==> src/rtl/lenc_pkg.sv <==
package lenc_pkg;

    localparam int CODE_W = 3;

    // Line code select values
    localparam logic [CODE_W-1:0] CODE_LEVEL  = 3'd0;
    localparam logic [CODE_W-1:0] CODE_TOGGLE = 3'd1;
    localparam logic [CODE_W-1:0] CODE_SPLIT  = 3'd2;
    localparam logic [CODE_W-1:0] CODE_FM     = 3'd3;
    localparam logic [CODE_W-1:0] CODE_MFM    = 3'd4;

    typedef enum logic [1:0] {
        ST_IDLE   = 2'd0,
        ST_FIRST  = 2'd1,
        ST_SECOND = 2'd2
    } lenc_state_e;

endpackage

==> src/rtl/lenc_half_timer.sv <==
module lenc_half_timer #(
    parameter int HALF_CLKS = 2,
    localparam int CNT_W = (HALF_CLKS > 1) ? $clog2(HALF_CLKS) : 1
) (
    input  logic             clk,
    input  logic             rst_n,
    input  logic             count_en,
    output logic [CNT_W-1:0] cnt,
    output logic             half_end
);

    generate
        if (HALF_CLKS == 1) begin : g_single
            // Every clock is a half-cell boundary
            assign cnt      = '0;
            assign half_end = count_en;
        end else begin : g_count
            localparam logic [CNT_W-1:0] LAST = CNT_W'(HALF_CLKS - 1);
            logic [CNT_W-1:0] cnt_q;

            always_ff @(posedge clk or negedge rst_n) begin
                if (!rst_n) begin
                    cnt_q <= '0;
                end else if (!count_en || cnt_q == LAST) begin
                    cnt_q <= '0;
                end else begin
                    cnt_q <= cnt_q + 1'b1;
                end
            end

            assign cnt      = cnt_q;
            assign half_end = count_en && (cnt_q == LAST);
        end
    endgenerate

endmodule

==> src/rtl/lenc_level_rules.sv <==
module lenc_level_rules
    import lenc_pkg::*;
(
    input  logic [CODE_W-1:0] code,
    input  logic              line_now,
    input  logic              hist_bit,   // bit of the cell before (boundary) / current cell (mid)
    input  logic              new_bit,    // bit entering at the boundary
    output logic              boundary_lvl,
    output logic              mid_lvl
);

    // Level for the first half, chosen at the cell boundary
    always_comb begin
        unique case (code)
            CODE_TOGGLE: boundary_lvl = line_now ^ new_bit;
            CODE_SPLIT:  boundary_lvl = ~new_bit;
            CODE_FM:     boundary_lvl = ~line_now;
            CODE_MFM:    boundary_lvl = line_now ^ (~hist_bit & ~new_bit);
            default:     boundary_lvl = new_bit;
        endcase
    end

    // Level for the second half; hist_bit now holds the current cell's bit
    always_comb begin
        unique case (code)
            CODE_TOGGLE: mid_lvl = line_now;
            CODE_SPLIT:  mid_lvl = hist_bit;
            CODE_FM,
            CODE_MFM:    mid_lvl = line_now ^ hist_bit;
            default:     mid_lvl = hist_bit;
        endcase
    end

endmodule

==> src/rtl/lenc_line_encoder.sv <==
module lenc_line_encoder
    import lenc_pkg::*;
#(
    parameter int HALF_CLKS = 2,
    localparam int CNT_W = (HALF_CLKS > 1) ? $clog2(HALF_CLKS) : 1
) (
    input  logic              clk,
    input  logic              rst_n,
    input  logic              run_en,
    input  logic [CODE_W-1:0] code_sel,
    input  logic              in_valid,
    input  logic              in_data,
    output logic              in_ready,
    output logic              line_out,
    output logic              cell_active,
    output logic              second_half,
    output logic              underrun
);

    lenc_state_e       state_q, state_d;
    logic [CODE_W-1:0] code_q;
    logic              line_q;
    logic              hist_q;
    logic              under_q;
    logic [CNT_W-1:0]  half_cnt;
    logic              half_end;
    logic              cell_start;
    logic              code_swap;
    logic              take_bit;
    logic              boundary_lvl;
    logic              mid_lvl;

    lenc_half_timer #(.HALF_CLKS(HALF_CLKS)) u_timer (
        .clk      (clk),
        .rst_n    (rst_n),
        .count_en (state_q != ST_IDLE),
        .cnt      (half_cnt),
        .half_end (half_end)
    );

    assign take_bit = in_valid & in_data;

    lenc_level_rules u_rules (
        .code         (code_q),
        .line_now     (line_q),
        .hist_bit     (hist_q),
        .new_bit      (take_bit),
        .boundary_lvl (boundary_lvl),
        .mid_lvl      (mid_lvl)
    );

    // Next-state logic
    always_comb begin
        state_d    = state_q;
        cell_start = 1'b0;
        code_swap  = 1'b0;
        unique case (state_q)
            ST_IDLE: begin
                if (code_sel != code_q) begin
                    code_swap = 1'b1;
                end else if (run_en) begin
                    cell_start = 1'b1;
                    state_d    = ST_FIRST;
                end
            end
            ST_FIRST: begin
                if (half_end) state_d = ST_SECOND;
            end
            ST_SECOND: begin
                if (half_end) begin
                    if (run_en) begin
                        cell_start = 1'b1;
                        state_d    = ST_FIRST;
                    end else begin
                        state_d = ST_IDLE;
                    end
                end
            end
            default: state_d = ST_IDLE;
        endcase
    end

    // State register
    always_ff @(posedge clk or negedge rst_n) begin
        if (!rst_n) state_q <= ST_IDLE;
        else        state_q <= state_d;
    end

    // Line, history, code and underrun registers
    always_ff @(posedge clk or negedge rst_n) begin
        if (!rst_n) begin
            code_q  <= CODE_LEVEL;
            line_q  <= 1'b0;
            hist_q  <= 1'b1;
            under_q <= 1'b0;
        end else if (code_swap) begin
            code_q <= code_sel;
            line_q <= 1'b0;
            hist_q <= 1'b1;
        end else if (cell_start) begin
            line_q  <= boundary_lvl;
            hist_q  <= take_bit;
            under_q <= ~in_valid;
        end else if (state_q == ST_FIRST && half_end) begin
            line_q <= mid_lvl;
        end else if (state_q == ST_SECOND && half_end) begin
            under_q <= 1'b0;
        end
    end

    // Outputs
    always_comb begin
        in_ready    = cell_start;
        line_out    = line_q;
        cell_active = (state_q != ST_IDLE);
        second_half = (state_q == ST_SECOND);
        underrun    = under_q;
    end

endmodule

==> config.mk <==
export PLATFORM = sky130hd
export DESIGN_NAME = lenc_line_encoder
export DESIGN_NICKNAME = d
export VERILOG_FILES = /design/src/rtl/lenc_pkg.sv /design/src/rtl/lenc_half_timer.sv /design/src/rtl/lenc_level_rules.sv /design/src/rtl/lenc_line_encoder.sv
export SDC_FILE = /design/constraint.sdc
export NUM_CORES = 1
export LEC_CHECK = 0
export BUFFER_PORTS_ARGS = -buffer_cell sky130_fd_sc_hd__buf_2
export CORE_MARGIN = 10
export CORE_UTILIZATION = 46
export CTS_CLUSTER_DIAMETER = 60
export DETAILED_ROUTE_END_ITERATION = 8
export GPL_ROUTABILITY_DRIVEN = 1
export GPL_TIMING_DRIVEN = 0
export PLACE_DENSITY = 0.8
export SLEW_MARGIN = 20
export SYNTH_ARGS = -nofsm -noshare
export SYNTH_HDL_FRONTEND = slang
export SYNTH_SLANG_ARGS = --single-unit
==> constraint.sdc <==
create_clock -name clk -period 1.28 [get_ports clk]
set_input_delay 0.128 -clock clk [delete_from_list [all_inputs] [get_ports clk]]
set_output_delay 0.128 -clock clk [all_outputs]
set_load 0.03 [all_outputs]
==> flow_summary.yaml, run 1 <==
status:
  status: "finished, violations left"
  violations: "negative setup slack"
cts:
  clock-sinks: 9
  cts_tree: "yes"
  htreeDepth: 1
  path_clk_slew_ns: 0.07
  cts_buffer_depth: 2
  cts_buffers: 3
  clock_latency_ns: 0.27
  root_buffer: "clkbuf_4"
sta:
  fmax_mhz: 657
  timing.slew.headroom: 0.725
  setup_viol: 6
  setup_tns_ns: -0.851
  min_period_over_period: 1.19
  min_period_ns: 1.52
  finalClockSkew_ns: 0.00389
  slew_viol_final: 0
  rsz0062_at_grt: "true"
  worstMarginPinSlew_ns: 0.410
  finalWorstSetupSlack_ns: -0.241
  hold_viol: 0
grt:
  grt_antenna_before_repair: 0
  grt_pass1_vias: 531
  grt_usage: 0.0847
  grt_start_max_net_pins: 10
  grt_pass1_wl_um: 2280
  grt_overflow_total: 0
cells_and_area:
  postLayoutCoreUtil: 0.692
  finalNonFillerCells: 104
  layout-drive-gt1-share: 0.472
  fin_nets: 98
  layout.area.seq_sq_um: 230
  fillCellCount: 102
  multi_input_area_sq_um: 430
  syn2layout_area_growth_pct: 42.2
  antennaDiodeCount: 0
critical_path:
  cp-end-kind: "output port"
  worstSetupStartpoint: "code_q[1]$_DFFE_PN0P_"
  timing.rr.end: "underrun$_DFFE_PN0P_"
  critical_path_peak_fanout: 2
  r2r_slack_ns: -0.23
  setup.worst_path.end: "in_ready"
  r2r_cells: 6
  start_kind: "register"
  r2r-start: "code_q[1]$_DFFE_PN0P_"
  crit_type: "register to output port"
  cp.required_ns: 1.15
  crit_arrival_ns: 1.39
yosys:
  synth_top_area_cell: "dfrtp_1"
  syn_inst: 65
  yosys-top-cells-area: "dfrtp_1 (32%), dfstp_2 (4.2%), mux2_2 (3.6%)"
  synth_nets: 73
  synth_area_per_cell_sq_um: 9.62
  synth_commonest_cells: "dfrtp_1 (8), inv_1 (5), nand2_1 (5), nor2_1 (5), o21ai_0 (4)"
  yosysWarnings: 0
  yosysSeqAreaShare: 0.362
  synthFlopType: "dfrtp_1"
  synth_edf_count: 0
  yosysUniqueCellTypes: 35
  synth_top_area_frac: 0.320
  ys_ff_latch: 9
  syn_area_sq_um: 626
  async_reset_ff_frac: 1.00
  post-synth-top-count-cell: "dfrtp_1"
die:
  die_h_um: 56.9
  io_pins: 13
  die_w_um: 56.9
  design.core.area_sq_um: 1280
  fp-row-count: 13
  start_util: 0.487
  dieArea_sq_um: 3240
placed_design:
  numPortBuffers: 12
  gp_congestion: 0.758
  place_inst: 92
  dp_hpwl_um: 997
power_and_ir_drop:
  ir_worst_vdd_mv: 1.51
  powerDensity_nw_per_um2: 2480
  p_leak_nw: 0.418
route:
  wl_met1_um: 703
  routed.top_layer: "met4"
  drcViolationCount: 0
  finalWirelength_um: 1680
  drt_iter0_markers: 16
  first_pass_iters: 4
  via_per_inst: 5.66
  postRouteAntennaNets: 0
  wl_met3_um: 112
  vias: 589
  wl_per_cell_um: 16.1
  met2WireLength_um: 839
run:
  maxCapViolations: 0
hold_path:
  hp-class: "input port to register"
==> cells in the final DEF (no fill, tap or decap), types with 3 or more instances in the layout <==
| cell | n |
|---|---|
| nand2_1 | 5 |
| buf_6 | 6 |
| nor2_1 | 4 |
| buf_4 | 5 |
| dfrtp_1 | 5 |
| o21ai_0 | 4 |
| buf_2 | 10 |
| clkbuf_4 | 3 |
| dfrtp_2 | 3 |
| inv_1 | 4 |
==> metal layers <==
layer,global-route usage,vias to the layer above
li1,-,285
met1,0.0901,277
met2,0.144,22
met3,0.0292,5
met4,0.0403,0
met5,0,-
==> worst min path at each step <==
stage               cells after the start  slack [ns]         from                     to
finish                                  3        0.13  code_sel[2]  code_q[2]$_DFFE_PN0P_
floorplan                               0       -0.17        rst_n  code_q[0]$_DFFE_PN0P_
detailed placement                      1      -0.006        rst_n  u_timer.cnt$_DFF_PN0_
global placement                        1       -0.01        rst_n  u_timer.cnt$_DFF_PN0_
global route                            3        0.14  code_sel[2]  code_q[2]$_DFFE_PN0P_
CTS                                     3        0.12  code_sel[2]  code_q[2]$_DFFE_PN0P_
==> sequential cells by signal, indices dropped and copies added (netlist names) <==
name / flops
u_timer.cnt: 1
hist_q: 1
code_q: 3
underrun: 1
state_q: 2
line_out: 1
==> per-stage QoR <==
stage	cell area [sq um]	total power (W)	setup WS (ns)	hold WS, ns
2_1_floorplan	634	0.00132	-0.0840	-0.168
3_3_place_gp	713	0.00152	-0.154	-0.0123
3_5_place_dp	713	0.00155	-0.162	-0.00602
4_1_cts	808	0.00192	-0.258	0.118
5_1_grt	890	0.00235	-0.323	0.139
6_report	890	0.00220	-0.241	0.126
==> logic make-up (layout without fill, tap and decap cells) <==
group / Yosys count / in the layout / synth area share
xor+xnor: 3 / 3 / 0.0540
compound gates: 17 / 17 / 0.200
mux: 5 / 5 / 0.0920
flops: 9 / 9 / 0.362
buf+inv: 7 / 31 / 0.0600
simple gates: 24 / 24 / 0.232
==> worst max-delay path: stages, from the launching register on <==
cell and delay [ns]:
dfrtp_1 0.38, buf_6 0.13, xnor2_4 0.12, a41o_1 0.26
nand2_2 0.08, inv_2 0.03, buf_6 0.12
==> final cells by class <==
type,instances,area share
flip-flops and latches,9,0.259
well taps,15,0.0211
clock buffers,4,0.0295
multi-input cells,49,0.484
repair buffers,20,0.160
plain buffers,2,0.0253
inverters,5,0.0211
==> power by group <==
part	internal, W	leakage, nW	switching [W]	total, W
Sequential	0.000420	0.108	0.000187	0.000607
Combinational	0.000720	0.295	0.000642	0.00136
Clock	0.000121	0.0150	0.000114	0.000234
Total	0.00126	0.418	0.000943	0.00220
==> what timing repair did <==
item	CTS	global route
endpoints found under the setup margin	5	7
setup buffers	3	4
endpoints found under the hold margin	9	0
hold buffers	1	0
pin swaps	4	7
gates resized for setup	9	10
Note: power is estimated with default switching activity, not from simulation.
==> run 2: changes to the inputs <==
Settings changed: MAX_ROUTING_LAYER set to met4, SETUP_SLACK_MARGIN set to 0.15.
==> flow_summary.yaml, run 2 (synthesis results as in run 1) <==
die:
  die_w_um: 56.9
  io_pins: 13
  die_h_um: 56.9
  fp-row-count: 13
  design.core.area_sq_um: 1280
  dieArea_sq_um: 3240
  start_util: 0.487
route:
  wl_per_cell_um: 18.0
  drt_iter0_markers: 22
  finalWirelength_um: 1910
  drcViolationCount: 0
  first_pass_iters: 4
  vias: 652
  via_per_inst: 6.15
  postRouteAntennaNets: 0
critical_path:
  start_kind: "register"
  critical_path_peak_fanout: 2
  max_stage_delay_ns: 0.39
  cp.required_ns: 1.15
  crit_arrival_ns: 1.43
  crit_top_cell: "buf_6"
  cp-end-kind: "output port"
  slowest_stage: "dfrtp_1"
  crit_chain: "buf_6 -> xnor2_4 -> a41o_1 -> nand2_2 -> inv_2 -> buf_6"
  crit_type: "register to output port"
power_and_ir_drop:
  powerDensity_nw_per_um2: 2580
  combPwrFrac: 0.648
  pwr-share-clk: 0.097
  p_total_w: 0.00240
  p_leak_nw: 0.438
  p_int_w: 0.00137
  pwr-share-seq: 0.255
  p_switching_w: 0.00103
  switching_share: 0.428
  ir_worst_vdd_mv: 1.80
hold_path:
  hp-class: "input port to register"
sta:
  setup_viol: 5
  rsz0062_at_grt: "true"
  fmax_mhz: 640
  holdWs_ns: 0.133
  finalWorstSetupSlack_ns: -0.283
  hold_viol: 0
  timing.slew.headroom: 0.690
  slew_viol_final: 0
  min_period_ns: 1.56
  min_period_over_period: 1.22
  finalClockSkew_ns: 0.00207
  worstMarginPinSlew_ns: 0.462
grt:
  grt_antenna_before_repair: 0
  grt_usage: 0.0995
  grt_pass1_vias: 627
  grt_start_max_net_pins: 11
  grt_overflow_total: 0
  grt_pass1_wl_um: 2570
cts:
  root_buffer: "clkbuf_4"
  path_clk_slew_ns: 0.06
  clock_latency_ns: 0.27
  cts_tree: "yes"
  htreeDepth: 1
  cts_buffer_depth: 2
  clock-sinks: 9
  cts_buffers: 3
placed_design:
  dp_hpwl_um: 1050
  gp_congestion: 0.730
  numPortBuffers: 12
cells_and_area:
  max_flop_register: "code_q"
  fin_nets: 100
  antennaDiodeCount: 0
  syn2layout_area_growth_pct: 48.8
  reg_top3: "code_q: 3 flops, state_q: 2 flops"
  layout-drive-gt1-share: 0.527
  postLayoutCoreUtil: 0.724
  layout_common_cells: "buf_2 (9), buf_6 (7), buf_4 (6), nand2_1 (5)"
  final_common_cell: "buf_2"
  largest_reg_flops: 3
status:
  violations: "negative setup slack"
  status: "finished, violations left"
run:
  maxCapViolations: 0
[run 2: changes by cell type in the layout (fill, tap and decap cells not counted), sizes merged]
cell,delta
buf,+2
[run 2: critical path, delay by kind of cell (launching register included)]
family          cells  cell delay, ns
simple gates        1            0.09
xor+xnor            1            0.12
buf+inv             3            0.29
compound gates      1            0.27
flops               1            0.39
[run 2: layout make-up]
type	count	area, sq um
tap	15	18.8
sequential	9	231
multi-input combinational	49	437
buffer	2	22.5
timing repair buffer	22	176
clock buffer	4	26.3
fill	78	354
inverter	5	18.8
[run 2: path summary, 6_finish.rpt]
path                                       startpoint               endpoint  slack (ns)  cells past startpoint
worst max-delay path            code_q[0]$_DFFE_PN0P_               in_ready       -0.28                      6
worst min-delay path                      code_sel[2]  code_q[2]$_DFFE_PN0P_        0.13                      3
worst max register to register  code_q[0]$_DFFE_PN0P_   underrun$_DFFE_PN0P_       -0.27                      6
worst min register to register  u_timer.cnt$_DFF_PN0_  u_timer.cnt$_DFF_PN0_        0.55                      1
max in group asynchronous                       rst_n     hist_q$_DFFE_PN1P_        0.80                      2
min in group asynchronous                       rst_n  code_q[0]$_DFFE_PN0P_        0.24                      2
[run 2: power groups by stage]
| stage | Sequential (W) | Combinational (W) | Clock [W] |
|---|---|---|---|
| 6_report | 0.000612 | 0.00156 | 0.000233 |
| 5_1_grt | 0.000624 | 0.00165 | 0.000251 |
| 2_1_floorplan | 0.000581 | 0.000749 | 0 |
| 4_1_cts | 0.000585 | 0.00130 | 0.000229 |
| 3_5_place_dp | 0.000568 | 0.000991 | 0 |
| 3_3_place_gp | 0.000561 | 0.000971 | 0 |
[run 2: metrics by stage]
| step | area, sq um | setup TNS (ns) | std cells | setup WS [ns] |
|---|---|---|---|---|
| after floorplan | 637 | -0.123 | 65 | -0.0840 |
| after global placement | 716 | -0.437 | 92 | -0.164 |
| after detailed placement | 716 | -0.488 | 92 | -0.160 |
| after CTS | 862 | -0.801 | 101 | -0.260 |
| after global routing | 931 | -1.27 | 106 | -0.338 |
| final | 931 | -0.950 | 106 | -0.283 |
[run 2: metal layers]
| layer | GRT usage | routed length, um | vias up |
|---|---|---|---|
| li1 | - | - | 289 |
| met1 | 0.102 | 721 | 318 |
| met2 | 0.169 | 1010 | 40 |
| met3 | 0.0292 | 135 | 5 |
| met4 | 0.0470 | 38 | 0 |
| met5 | - | 0 | - |
[run 2: timing repair]
item | in CTS | in global routing
resized for setup | 22 | 3
setup buffers | 4 | 5
hold buffers | 1 | 0
hold endpoints to repair | 9 | 0
pin swaps | 5 | 6
setup endpoints to repair | 9 | 9
